[config.mk]
export PLATFORM = sky130hd
export DESIGN_NAME = wdec_top
export DESIGN_NICKNAME = d
export VERILOG_FILES = /design/src/rtl/wdec_pkg.sv /design/src/rtl/wdec_gray_stage.sv /design/src/rtl/wdec_ctrl.sv /design/src/rtl/wdec_path.sv /design/src/rtl/wdec_top.sv
export SDC_FILE = /design/constraint.sdc
export NUM_CORES = 1
export LEC_CHECK = 0
export BUFFER_PORTS_ARGS = -buffer_cell sky130_fd_sc_hd__buf_2
export CORE_AREA = 3 3 54 56
export DETAILED_ROUTE_END_ITERATION = 8
export DIE_AREA = 0 0 57 59
export PLACE_DENSITY = 0.56
export SLEW_MARGIN = 20
export SYNTH_ARGS = -nofsm -noshare
export SYNTH_HDL_FRONTEND = slang
export SYNTH_HIERARCHICAL = 1
export SYNTH_SLANG_ARGS = --single-unit
[constraint.sdc]
create_clock -name clk -period 7.92 [get_ports clk]
set_input_delay 1.584 -clock clk [delete_from_list [all_inputs] [get_ports clk]]
set_output_delay 1.584 -clock clk [all_outputs]
set_load 0.005 [all_outputs]
[src/rtl/wdec_pkg.sv]
package wdec_pkg;

  typedef enum logic [1:0] {
    FLAG_RAW      = 2'b00,
    FLAG_GRAY1    = 2'b01,
    FLAG_SWAPGRAY = 2'b10,
    FLAG_GRAY2    = 2'b11
  } flag_e;

  // Strobes from control to datapath
  typedef struct packed {
    logic load;       // capture a new decoded word
    logic useGray;    // take a Gray-decoded path instead of raw
    logic useUnswap;  // undo the nibble exchange before decoding
    logic useSecond;  // take the doubly decoded result
  } pathCtl_t;

endpackage

[src/rtl/wdec_gray_stage.sv]
module wdec_gray_stage #(
  parameter int WIDTH = 8
) (
  input  logic [WIDTH-1:0] grayIn,
  output logic [WIDTH-1:0] binOut
);

  // Running XOR from the MSB down: each bit folds in the one above it
  always_comb begin
    logic acc;
    acc = 1'b0;
    for (int i = WIDTH - 1; i >= 0; i--) begin
      acc       = acc ^ grayIn[i];
      binOut[i] = acc;
    end
  end

endmodule

[src/rtl/wdec_ctrl.sv]
module wdec_ctrl
  import wdec_pkg::*;
(
  input  logic     clk,
  input  logic     rstN,
  input  logic     inValid,
  input  flag_e    inFlag,
  output pathCtl_t ctl,
  output logic     outValid
);

  always_comb begin
    ctl.load      = inValid;
    ctl.useGray   = (inFlag != FLAG_RAW);
    ctl.useUnswap = (inFlag == FLAG_SWAPGRAY);
    ctl.useSecond = (inFlag == FLAG_GRAY2);
  end

  always_ff @(posedge clk) begin
    if (!rstN) outValid <= 1'b0;
    else       outValid <= inValid;
  end

  // valid is clear on the first edge after reset release
  a_r1_reset_quiet: assert property (@(posedge clk) disable iff (!rstN)
    $rose(rstN) |-> !outValid);

  // every strobe yields a valid output on the next cycle
  a_r6_valid_follows: assert property (@(posedge clk) disable iff (!rstN)
    inValid |=> outValid);

endmodule

[src/rtl/wdec_path.sv]
module wdec_path
  import wdec_pkg::*;
#(
  parameter int WORD_W = 8,
  parameter int NIB_W  = 4
) (
  input  logic              clk,
  input  logic              rstN,
  input  pathCtl_t          ctl,
  input  logic [WORD_W-1:0] inWord,
  output logic [WORD_W-1:0] outWord
);

  localparam int NUM_NIB = WORD_W / NIB_W;
  localparam int HI_POS  = NIB_W - 1;  // first bit of a nibble, MSB side
  localparam int LO_POS  = NIB_W - 3;  // third bit of a nibble

  logic [WORD_W-1:0] swapWord;
  logic [WORD_W-1:0] stageIn;
  logic [WORD_W-1:0] onceWord;
  logic [WORD_W-1:0] twiceWord;
  logic [WORD_W-1:0] nextWord;

  // Nibble exchange: bits that differ are swapped, which is its own inverse
  for (genvar gi = 0; gi < NUM_NIB; gi++) begin : g_nib
    localparam int BASE = gi * NIB_W;
    logic [NIB_W-1:0] rawNib;
    logic [NIB_W-1:0] fixNib;
    assign rawNib = inWord[BASE +: NIB_W];
    always_comb begin
      fixNib = rawNib;
      if (rawNib[HI_POS] != rawNib[LO_POS]) begin
        fixNib[HI_POS] = rawNib[LO_POS];
        fixNib[LO_POS] = rawNib[HI_POS];
      end
    end
    assign swapWord[BASE +: NIB_W] = fixNib;
  end

  assign stageIn = ctl.useUnswap ? swapWord : inWord;

  wdec_gray_stage #(.WIDTH(WORD_W)) u_first (
    .grayIn (stageIn),
    .binOut (onceWord)
  );

  wdec_gray_stage #(.WIDTH(WORD_W)) u_second (
    .grayIn (onceWord),
    .binOut (twiceWord)
  );

  always_comb begin
    if (!ctl.useGray)      nextWord = inWord;
    else if (ctl.useSecond) nextWord = twiceWord;
    else                   nextWord = onceWord;
  end

  always_ff @(posedge clk) begin
    if (!rstN)         outWord <= '0;
    else if (ctl.load) outWord <= nextWord;
  end

  // raw path returns the input word intact
  a_r2_raw_pass: assert property (@(posedge clk) disable iff (!rstN)
    (ctl.load && !ctl.useGray) |=> outWord == $past(inWord));

  // Gray decoding keeps the most significant bit
  a_r3_msb_kept: assert property (@(posedge clk) disable iff (!rstN)
    (ctl.load && ctl.useGray && !ctl.useUnswap)
      |=> outWord[WORD_W-1] == $past(inWord[WORD_W-1]));

  // no strobe, no change
  a_r7_idle_hold: assert property (@(posedge clk) disable iff (!rstN)
    !ctl.load |=> $stable(outWord));

endmodule

[src/rtl/wdec_top.sv]
module wdec_top
  import wdec_pkg::*;
#(
  parameter int WORD_W = 8,
  parameter int NIB_W  = 4
) (
  input  logic              clk,
  input  logic              rstN,
  input  logic              inValid,
  input  logic [1:0]        inFlag,
  input  logic [WORD_W-1:0] inWord,
  output logic              outValid,
  output logic [WORD_W-1:0] outWord
);

  pathCtl_t ctl;

  wdec_ctrl u_ctrl (
    .clk      (clk),
    .rstN     (rstN),
    .inValid  (inValid),
    .inFlag   (flag_e'(inFlag)),
    .ctl      (ctl),
    .outValid (outValid)
  );

  wdec_path #(.WORD_W(WORD_W), .NIB_W(NIB_W)) u_path (
    .clk     (clk),
    .rstN    (rstN),
    .ctl     (ctl),
    .inWord  (inWord),
    .outWord (outWord)
  );

  // an idle edge leaves valid low at the port
  a_r7_idle_low: assert property (@(posedge clk) disable iff (!rstN)
    !inValid |=> !outValid);

endmodule

==> qor.yml, run 1 <==
timing:
  maxSlewViolCount: 0
  finalSetupTns_ns: 0
  max_freq_ghz: 0.2428
  finalHoldViolations: 0
  relSlewSlack_pct: 76.14
  setup-violations-final: 0
  clock_skew_ns: 0
  tightest_slew_ns: 0.3554
  post-route-period-util_pct: 52.01
  finalCriticalPeriod_ns: 4.119
  setup_slack_ns: 3.801
  grt_setup_unrepaired: "no"
logic_synthesis:
  synthAdderAreaFrac_pct: 0
  synthCells: 82
  synth_top_area_share_pct: 20.78
  muxShareOfSynthArea_pct: 14.43
  avgSynthCellArea_um2: 10.57
  synth_ff_type: "dfxtp_1"
  synth_largest_area_cell: "dfxtp_1"
  synth-simple-area-share_pct: 17.60
  synth_nets: 95
  synthArstFlopShare_pct: 0
  synth_top_family_by_area: "XOR/XNOR gates"
  synth.lib_cells_used.distinct: 21
  synth_top_cells_by_count: "xnor2_1, dfxtp_1, mux2i_1, nand3b_1"
  synth_compound_area_share_pct: 13.56
  ys_ff_latch: 9
  synth_xor_area_share_pct: 25.40
  syn_area_um2: 867.1
  synth.most_common_cell: "xnor2_1"
  synth_edf_count: 0
  synth_area_leaders: "dfxtp_1, o221ai_2, xnor2_1"
  yosysWarnings: 6
  ys_seq_area_share_pct: 20.78
critical_path:
  start_kind: "input pin"
  reg2reg_from: "u_path/outWord[3]"
  reg2reg_depth: 2
  worstSetupEndpointType: "register"
  crit_type: "input pin to register"
  r2r-end: "u_path/outWord[3]"
  crit_fanout: 4
  crit_required_ns: 8.05
  reg2reg_slack_ns: 7.31
  worstPathArrival_ns: 4.25
pwr:
  total_power_uw: 229.8
  ir_drop_v: 0.0001085
  leakage_nw: 0.4167
  power_density_mw_per_mm2: 234.6
grt:
  grt_max_degree: 19
  grt_first_pass_wirelength_um: 2642
  track_usage_pct: 9.909
  grt_overflow_total: 0
  grt_pass1_vias: 602
  grt_antenna_before_repair: 0
floorplanning:
  core_mm2: 0.002477
  die_y_um: 59
  start_util_pct: 35.00
  rows: 18
  die-width_um: 57
  ios: 22
  die_area_mm2: 0.003363
route:
  wirelength_um: 1510
  drt-initial-drc-count: 6
  first_pass_iters: 3
  vias: 604
  drc: 0
  wl_per_cell_um: 11.62
  post_drt_via_cell_ratio: 4.646
  ant_nets: 0
flow_run:
  max-cap-violations: 0
layout:
  drive_above_1_share_pct: 44.00
  design_area_um2: 979.7
  multi_input_comb_area_um2: 615.6
  diodes: 0
  fillCellCount: 266
  area_delta_synth_final_pct: 12.99
  utilization_pct: 39.55
  fin_nets: 114
  final-seq-area_um2: 180.2
run_status:
  status: "complete, no violations"
cts:
  clkTransAtPathRegs_ns: 0.06
  insertion_delay_ns: 0.25
  cts.path.max_buffers: 2
  ctsRootBufferMaster: "clkbuf_4"
  cts-hold-fix-buffers: 0
  cts-resized-gates: 0
  numCtsBuffers: 3
  htreeDepth: 1
  cts_tree: "yes"
  clock-sinks: 9
  cts_setup_buffers: 0
placement:
  place_hpwl_um: 1288
  placed_area_um2: 953.4
  io_buffers: 21
  pre_cts_ws_ns: 3.514
  gp_congestion: 0.7535
hold_path:
  hold_start: "u_path/outWord[4]"
  hp-class: "register to register"
  worstHoldPathCells: 2
  worstHoldEndpoint: "u_path/outWord[4]"
[power breakdown]
group | switching, mW | internal [mW] | total [mW]
clock | 0.0144 | 0.0193 | 0.0337
combinational | 0.0685 | 0.0717 | 0.140
sequential | 0.00314 | 0.0527 | 0.0559
[registers in the layout, indices dropped and copies added (netlist names)]
register	flops
u_path/outWord	8
u_ctrl/outValid	1
[critical path: stages]
cell      delay [ns]
buf_2           0.10
and2b_2         0.25
mux2_2          0.41
xnor2_2         0.28
xnor3_2         0.46
xnor2_1         0.31
xor2_1          0.28
xor2_1          0.19
xnor2_1         0.08
mux2i_1         0.19
o221ai_2        0.11
[stage by stage]
step / instances / hold WS (ns)
6_report: 130 / 0.5002
5_1_grt: 130 / 0.5303
4_1_cts: 130 / 0.5050
3_5_place_dp: 126 / 0.4883
3_3_place_gp: 126 / 0.4855
2_1_floorplan: 82 / 0.4955
[cell families after synthesis]
group	after synthesis
AND/OR/NAND/NOR	22
AO/OA/AOI/OAI	8
buffers and inverters	11
multiplexers	12
XOR/XNOR	20
flip-flops	9
[layout by cell type, fill, tap and decap left out]
cell,Yosys,layout
nand3b_1,8,8
and2b_2,1,1
xnor2_1,10,10
xor2_1,6,6
or2b_4,1,1
nand3_4,1,1
xnor3_2,2,2
mux2_2,4,4
dfxtp_1,9,9
o211ai_2,1,1
clkbuf_1,0,1
xnor2_2,2,2
nand2_1,7,7
buf_2,0,21
nand4b_1,1,1
clkbuf_4,0,3
inv_1,4,4
mux2i_1,8,8
or2_1,1,1
o221ai_2,7,7
and2_2,1,1
and2_1,1,1
[how the worst max path moves through the flow]
stage	depth (start not counted)	endpoint	from
3_3_place_gp	11	u_path/outWord[0]	inFlag[0]
6_report	11	u_path/outWord[0]	inFlag[0]
5_1_grt	11	u_path/outWord[0]	inFlag[0]
4_1_cts	11	u_path/outWord[0]	inFlag[0]
2_1_floorplan	10	u_path/outWord[0]	inFlag[0]
3_5_place_dp	11	u_path/outWord[0]	inFlag[0]
[metal layers]
metal | part of all wire, % | track usage [%] | up-vias | wire (µm)
li1 | - | - | 323 | -
met1 | 48 | 13.15 | 271 | 726
met2 | 49 | 15.82 | 8 | 744
met3 | 1.6 | 0.6536 | 2 | 24
met4 | 0.93 | 5.960 | 0 | 14
met5 | 0 | 0 | - | 0
[cell type report]
cell class | count | area share [%]
well taps | 30 | 3.831
multi-input cells | 62 | 62.84
flip-flops and latches | 9 | 18.39
inverters | 4 | 1.533
clock buffers | 4 | 2.682
repair buffers | 21 | 10.73
No activity file was read; power rests on OpenSTA's default activity.
==> run 2, diff against run 1 <==
Settings changed: PLACE_DENSITY 0.56 to 0.58.
Clock period 7.92 ns to 3.7 ns, I/O delays scaled along.
==> run 2 against run 1 <==
  * Critical endpoint unchanged
  * Total power rose by 120%
  * Utilization did not move
  * Worst setup slack got worse by 3.4 ns
  * Via count rose by 2.8%
  * Worst hold slack got worse by 0.0010 ns
  * Critical path type unchanged
  * Sequential share of layout area did not move
  * Clock-buffer cell count did not move
  * Critical path depth did not move
  * Sequential power rose by 110%
  * Flip-flop and latch count did not move
==> qor.yml, run 2 (synthesized netlist as in run 1, its figures left out) <==
timing:
  relSlewSlack_pct: 76.54  # +0.40 points
  max_freq_ghz: 0.3048
  hold_ws_ns: 0.4992  # -0.001036 ns
  setup_slack_ns: 0.4195  # -3.381 ns
  finalHoldViolations: 0  # unchanged
  grt_setup_unrepaired: "no"
  tightest_slew_ns: 0.3495  # -0.005956 ns
  post-route-period-util_pct: 88.66
  finalSetupTns_ns: 0  # unchanged
  setup-violations-final: 0  # unchanged
  maxSlewViolCount: 0  # unchanged
  finalCriticalPeriod_ns: 3.281
  clock_skew_ns: 0  # unchanged
critical_path:
  path_cells: "buf_2 > and2b_2 > mux2_2 > xnor2_2 > xnor3_2 > xnor2_1 > xor2_1 > xor2_1 > xnor2_1 > mux2i_1 > o221ai_2"
  reg2reg_from: "u_path/outWord[2]"
  cpLargestDelayFamily: "XOR/XNOR gates"
  crit_fanout: 4  # unchanged
  crit_end: "u_path/outWord[0]"
  worstPathArrival_ns: 3.42  # -0.83 ns
  worstSetupPathDepth: 11  # unchanged
  r2r-end: "u_path/outWord[2]"
  critPathMaxStageDelay_ns: 0.45  # about the same
  start_kind: "input pin"
  crit_type: "input pin to register"
  slowest_stage: "xnor3_2"
  reg2reg_slack_ns: 3.09  # -4.22 ns
  path_buf_inv: 1  # unchanged
  crit_required_ns: 3.84  # -4.21 ns
  critPathLaunch: "inFlag[0]"
  reg2reg_depth: 2  # unchanged
  worstSetupEndpointType: "register"
layout:
  drive_above_1_share_pct: 44.00  # unchanged
  largest_reg_flops: 8  # unchanged
  diodes: 0  # unchanged
  final_cells: 130  # unchanged
  regMostFlops: "u_path/outWord"
  area_delta_synth_final_pct: 12.99  # unchanged
  fin_nets: 114  # unchanged
  layout_common_cells: "buf_2, xnor2_1, dfxtp_1, mux2i_1, nand3b_1"
  reg.largest.list: "u_path/outWord (8), u_ctrl/outValid (1)"
  layout_commonest_cell: "buf_2"
cts:
  htreeDepth: 1  # unchanged
  cts.path.max_buffers: 2  # unchanged
  cts-resized-gates: 0  # unchanged
  cts-hold-fix-buffers: 0  # unchanged
  insertion_delay_ns: 0.26  # about the same
  clock-sinks: 9  # unchanged
  numCtsBuffers: 3  # unchanged
  cts_tree: "yes"
  ctsRootBufferMaster: "clkbuf_4"
  cts_setup_buffers: 0  # unchanged
  clkTransAtPathRegs_ns: 0.06  # about the same
route:
  wl_met3_um: 47  # +96%
  drc: 0  # unchanged
  post_drt_via_cell_ratio: 4.777  # +2.8%
  vias: 621  # +2.8%
  highest_layer: "met4"
  ant_nets: 0  # unchanged
  route.met2.wl_um: 886  # +19%
  first_pass_iters: 5  # +2
  drt-initial-drc-count: 1  # -5
  wirelength_um: 1766  # +17%
  wl_met1_um: 820  # +13%
  wl_per_cell_um: 13.58  # +17%
floorplanning:
  die-width_um: 57  # unchanged
  rows: 18  # unchanged
  ios: 22  # unchanged
  core_mm2: 0.002477  # unchanged
  start_util_pct: 35.00  # unchanged
  die_area_mm2: 0.003363  # unchanged
  die_y_um: 59  # unchanged
run_status:
  status: "complete, no violations"
pwr:
  netSwitchingPower_uw: 192.8  # +120%
  seqPwrFrac_pct: 23.9  # -0.4 points
  ir_drop_v: 0.0002411  # +120%
  leakage_nw: 0.4167  # unchanged
  power.share.switching_pct: 38.50  # +1.1 points
  clockPowerShare_pct: 15.4  # +0.7 points
  comb_power_share_pct: 60.7  # -0.3 points
  power_density_mw_per_mm2: 511.1  # +120%
  p_int_uw: 307.9  # +110%
placement:
  gp_congestion: 0.7758  # +3.0%
  io_buffers: 21  # unchanged
  place_hpwl_um: 1450  # +13%
  pre_cts_ws_ns: 0.1475  # -3.367 ns
  post-place-cells: 126  # unchanged
grt:
  grt_overflow_total: 0  # unchanged
  grt_first_pass_wirelength_um: 2946  # +12%
  track_usage_pct: 11.32  # +1.4 points
  grt_max_degree: 19  # unchanged
  grt_pass1_vias: 613  # +1.8%
  grt_antenna_before_repair: 0  # unchanged
hold_path:
  hp-class: "register to register"
  worstHoldPathCells: 2  # unchanged
flow_run:
  max-cap-violations: 0  # unchanged
[run 2: cell counts in the layout (fill, tap and decap cells not counted)]
Identical to the previous run, type by type.
[run 2: layer usage]
metal  track usage [%]  vias up
li1                  -      325
met1             13.94      284
met2             19.41       10
met3             1.307        2
met4             5.960        0
met5                 0        -
[run 2: final cells by class]
class	instances	area (µm²)
fillers	264	1498
flip-flops and latches	9	180.2
well taps	30	37.54
clock buffers	4	26.28
multi-input cells	62	615.6
repair buffers	21	105.1
inverters	4	15.01
[run 2: worst min-delay path by stage]
stage                 startpoint                end  slack [ns]
2_1_floorplan  u_path/outWord[0]  u_path/outWord[0]        0.50
3_5_place_dp   u_path/outWord[6]  u_path/outWord[6]        0.49
4_1_cts        u_path/outWord[3]  u_path/outWord[3]        0.51
6_report       u_path/outWord[3]  u_path/outWord[3]        0.50
5_1_grt        u_path/outWord[5]  u_path/outWord[5]        0.52
3_3_place_gp   u_path/outWord[2]  u_path/outWord[2]        0.48
[run 2: worst register-to-register path, stage by stage, from the launching register on]
cell	delay (ns)
dfxtp_1	0.31
nand3b_1	0.09
o221ai_2	0.09
[run 2: power by group through the flow]
| stage | clock network [mW] | registers (mW) | logic [mW] |
|---|---|---|---|
| after global placement | 0 | 0.121 | 0.296 |
| after floorplan | 0 | 0.124 | 0.251 |
| final | 0.0770 | 0.120 | 0.304 |
| after global routing | 0.0836 | 0.122 | 0.335 |
| after CTS | 0.0804 | 0.120 | 0.307 |
| after detailed placement | 0 | 0.122 | 0.306 |
[run 2: stage by stage]
stage / area [µm²] / total power [mW] / utilization (%)
2_1_floorplan: 867.1 / 0.3744 / -
3_3_place_gp: 953.4 / 0.4177 / 38.48
3_5_place_dp: 953.4 / 0.4285 / 38.48
4_1_cts: 979.7 / 0.5076 / 39.55
5_1_grt: 979.7 / 0.5400 / 39.55
6_report: 979.7 / 0.5007 / 39.55
==> run 3, diff against run 2 <==
Settings changed: ABC_AREA set to 1, CORE_AREA 3 3 54 56 to 3 3 58 60, DIE_AREA 0 0 57 59 to 0 0 61 63.
==> run 3 against run 2 <==
  * Worst setup slack gained 0.12 ns
  * Synthesized cell count rose by 110%
  * Cell count increased by 75%
  * Clock skew stayed put
  * Utilization is 0.39 points lower
  * Synthesized area rose by 20%
  * Design area is 19% higher
==> qor.yml, run 3 <==
run_status:
  status: "complete, no violations"
logic_synthesis:
  ys_seq_area_share_pct: 17.35  # -3.4 points
  synth_nets: 188  # +98%
  synth_area_leaders: "dfxtp_1, inv_1, nand2_1"
  synthCells: 175  # +110%
  avgSynthCellArea_um2: 5.934  # -44%
  synth-simple-area-share_pct: 48.67  # +31 points
  synthAdderAreaFrac_pct: 0  # unchanged
  synth_top_cells_by_count: "inv_1, nand2_1, nand3_1"
  ys_ff_latch: 9  # unchanged
  synth.lib_cells_used.distinct: 16  # -24%
  synth_top_family_by_area: "simple AND/OR/NAND/NOR gates"
  synthArstFlopShare_pct: 0  # unchanged
  synth_top_area_share_pct: 17.35  # -3.4 points
  yosysWarnings: 6  # unchanged
  synth_ff_type: "dfxtp_1"
  muxShareOfSynthArea_pct: 0  # -14 points
  synth_xor_area_share_pct: 0  # -25 points
  synth_compound_area_share_pct: 13.49  # -0.070 points
  syn_area_mm2: 0.001038  # +20%
  synth_largest_area_cell: "dfxtp_1"
  synth_edf_count: 0  # unchanged
cts:
  numCtsBuffers: 3  # unchanged
  cts_setup_buffers: 0  # unchanged
  insertion_delay_ns: 0.25  # about the same
  cts_tree: "yes"
  cts-resized-gates: 0  # unchanged
  cts.path.max_buffers: 2  # unchanged
  clkTransAtPathRegs_ns: 0.06  # about the same
  ctsRootBufferMaster: "clkbuf_4"
  clock-sinks: 9  # unchanged
  htreeDepth: 1  # unchanged
  cts-hold-fix-buffers: 0  # unchanged
timing:
  grt_setup_unrepaired: "no"
  tightest_slew_ns: 0.7154  # +0.3659 ns
  hold_ws_ns: 0.5181  # +0.01890 ns
  clock_skew_ns: 0  # unchanged
  setup_slack_ns: 0.5428  # +0.1233 ns
  setup-violations-final: 0  # unchanged
  max_freq_ghz: 0.3167  # +3.9%
  post-route-period-util_pct: 85.33  # -3.3 points
  maxSlewViolCount: 0  # unchanged
  finalCriticalPeriod_ns: 3.157  # -0.1233 ns
  relSlewSlack_pct: 51.80  # -25 points
  finalHoldViolations: 0  # unchanged
  finalSetupTns_ns: 0  # unchanged
layout:
  largest_reg_flops: 8  # unchanged
  design_area_mm2: 0.001166  # +19%
  drive_above_1_share_pct: 27.69  # -16 points
  fin_nets: 209  # +83%
  area_delta_synth_final_pct: 12.29
  regMostFlops: "u_path/outWord"
  reg.largest.list: "u_path/outWord (8), u_ctrl/outValid (1)"
  layout_common_cells: "inv_1, nand2_1, nand3_1, buf_2, a21oi_1"
  diodes: 0  # unchanged
floorplanning:
  rows: 20  # +2
  die_y_um: 63  # +6.8%
  die-width_um: 61  # +7.0%
  ios: 22  # unchanged
  core_mm2: 0.002978  # +20%
  start_util_pct: 34.87  # -0.13 points
  die_area_mm2: 0.003843  # +14%
critical_path:
  crit_required_ns: 3.84  # about the same
  worstSetupEndpointType: "register"
  cpLargestDelayFamily: "simple AND/OR/NAND/NOR gates"
  critPathMaxStageDelay_ns: 0.61  # +0.16 ns
  slowest_stage: "o21ai_0"
  path_buf_inv: 5  # +4
  path_common_cell: "nand2_1"
  worstPathArrival_ns: 3.30  # -0.12 ns
  path_cells: "buf_2 > inv_1 > nor2_1 > o21ai_0 > inv_1 > nand2_1 > nand3_2 > nand2_2 > nand2_4 > nand2_4 > nand2_2 > nand2_1 > clkinv_1 > nand3_2 > nand3_2 > nand2_2 > nand2_1 > nand3_1 > nand2_1 > inv_1 > nand2_1 > nand3_1 > a21oi_1"
  crit_fanout: 8  # +4
  crit_type: "input pin to register"
  start_kind: "input pin"
route:
  first_pass_iters: 4  # -1
  vias: 1054  # +70%
  post_drt_via_cell_ratio: 4.623  # -3.2%
  wirelength_um: 2116  # +20%
  drt-initial-drc-count: 13  # +12
  wl_per_cell_um: 9.281  # -32%
  ant_nets: 0  # unchanged
  drc: 0  # unchanged
pwr:
  power_density_mw_per_mm2: 327.1  # -36%
  leakage_nw: 0.7098  # +70%
  ir_drop_v: 0.0001755  # -27%
  total_power_uw: 381.4  # -24%
placement:
  io_buffers: 21  # unchanged
  placed_area_mm2: 0.001140  # +20%
  place_hpwl_um: 1855  # +28%
  pre_cts_ws_ns: 0.2585  # +0.1110 ns
  gp_congestion: 0.7997  # +3.1%
grt:
  grt_overflow_total: 0  # unchanged
  grt_first_pass_wirelength_um: 3884  # +32%
  track_usage_pct: 12.58  # +1.3 points
  grt_pass1_vias: 951  # +55%
  grt_max_degree: 11  # -8
  grt_antenna_before_repair: 0  # unchanged
hold_path:
  hp-class: "register to register"
flow_run:
  max-cap-violations: 0  # unchanged
-- run 3: worst paths after layout --
check / from / to / slack (ns) / depth (start not counted)
setup / recovery: inFlag[1] / u_path/outWord[0] / 0.54 / 23
hold reg to reg: u_path/outWord[1] / u_path/outWord[1] / 0.52 / 2
hold / removal: u_path/outWord[1] / u_path/outWord[1] / 0.52 / 2
setup reg to reg: u_path/outWord[5] / u_path/outWord[5] / 3.07 / 2
-- run 3: power by group --
| part | internal, mW | switching (mW) |
|---|---|---|
| registers | 0.105 | 0.00326 |
| clock network | 0.0413 | 0.0299 |
| logic | 0.0738 | 0.128 |
-- run 3: final cells by class --
cell class / instances / area (µm²)
Fill cell: 348 / 1812
Multi-Input combinational cell: 118 / 645.6
Sequential cell: 9 / 180.2
Inverter: 43 / 167.7
Timing Repair Buffer: 21 / 105.1
Tap cell: 33 / 41.29
Clock buffer: 4 / 26.28
-- run 3: stage by stage --
stage	util, %	cells
after global routing	39.16	228
after CTS	39.16	228
after floorplan	-	175
after detailed placement	38.28	224
final	39.16	228
after global placement	38.28	224
-- run 3: worst reg2reg max path, stage by stage, from the launching register on --
cell and delay, ns:
dfxtp_1 0.31, o21ai_0 0.15, a21oi_1 0.06
-- run 3: per-layer routing --
layer  share of wire, %  vias to the layer above  global-route usage, %
li1                   -                      592                      -
met1                 49                      449                  15.84
met2                 48                       11                  20.72
met3                2.5                        2                  1.033
met4               0.66                        0                  6.233
met5                  0                        -                      0
-- run 3: kinds of logic after synthesis --
logic type,count (synthesis)
buffers and inverters,48
AO/OA/AOI/OAI,28
AND/OR/NAND/NOR,90
flip-flops,9
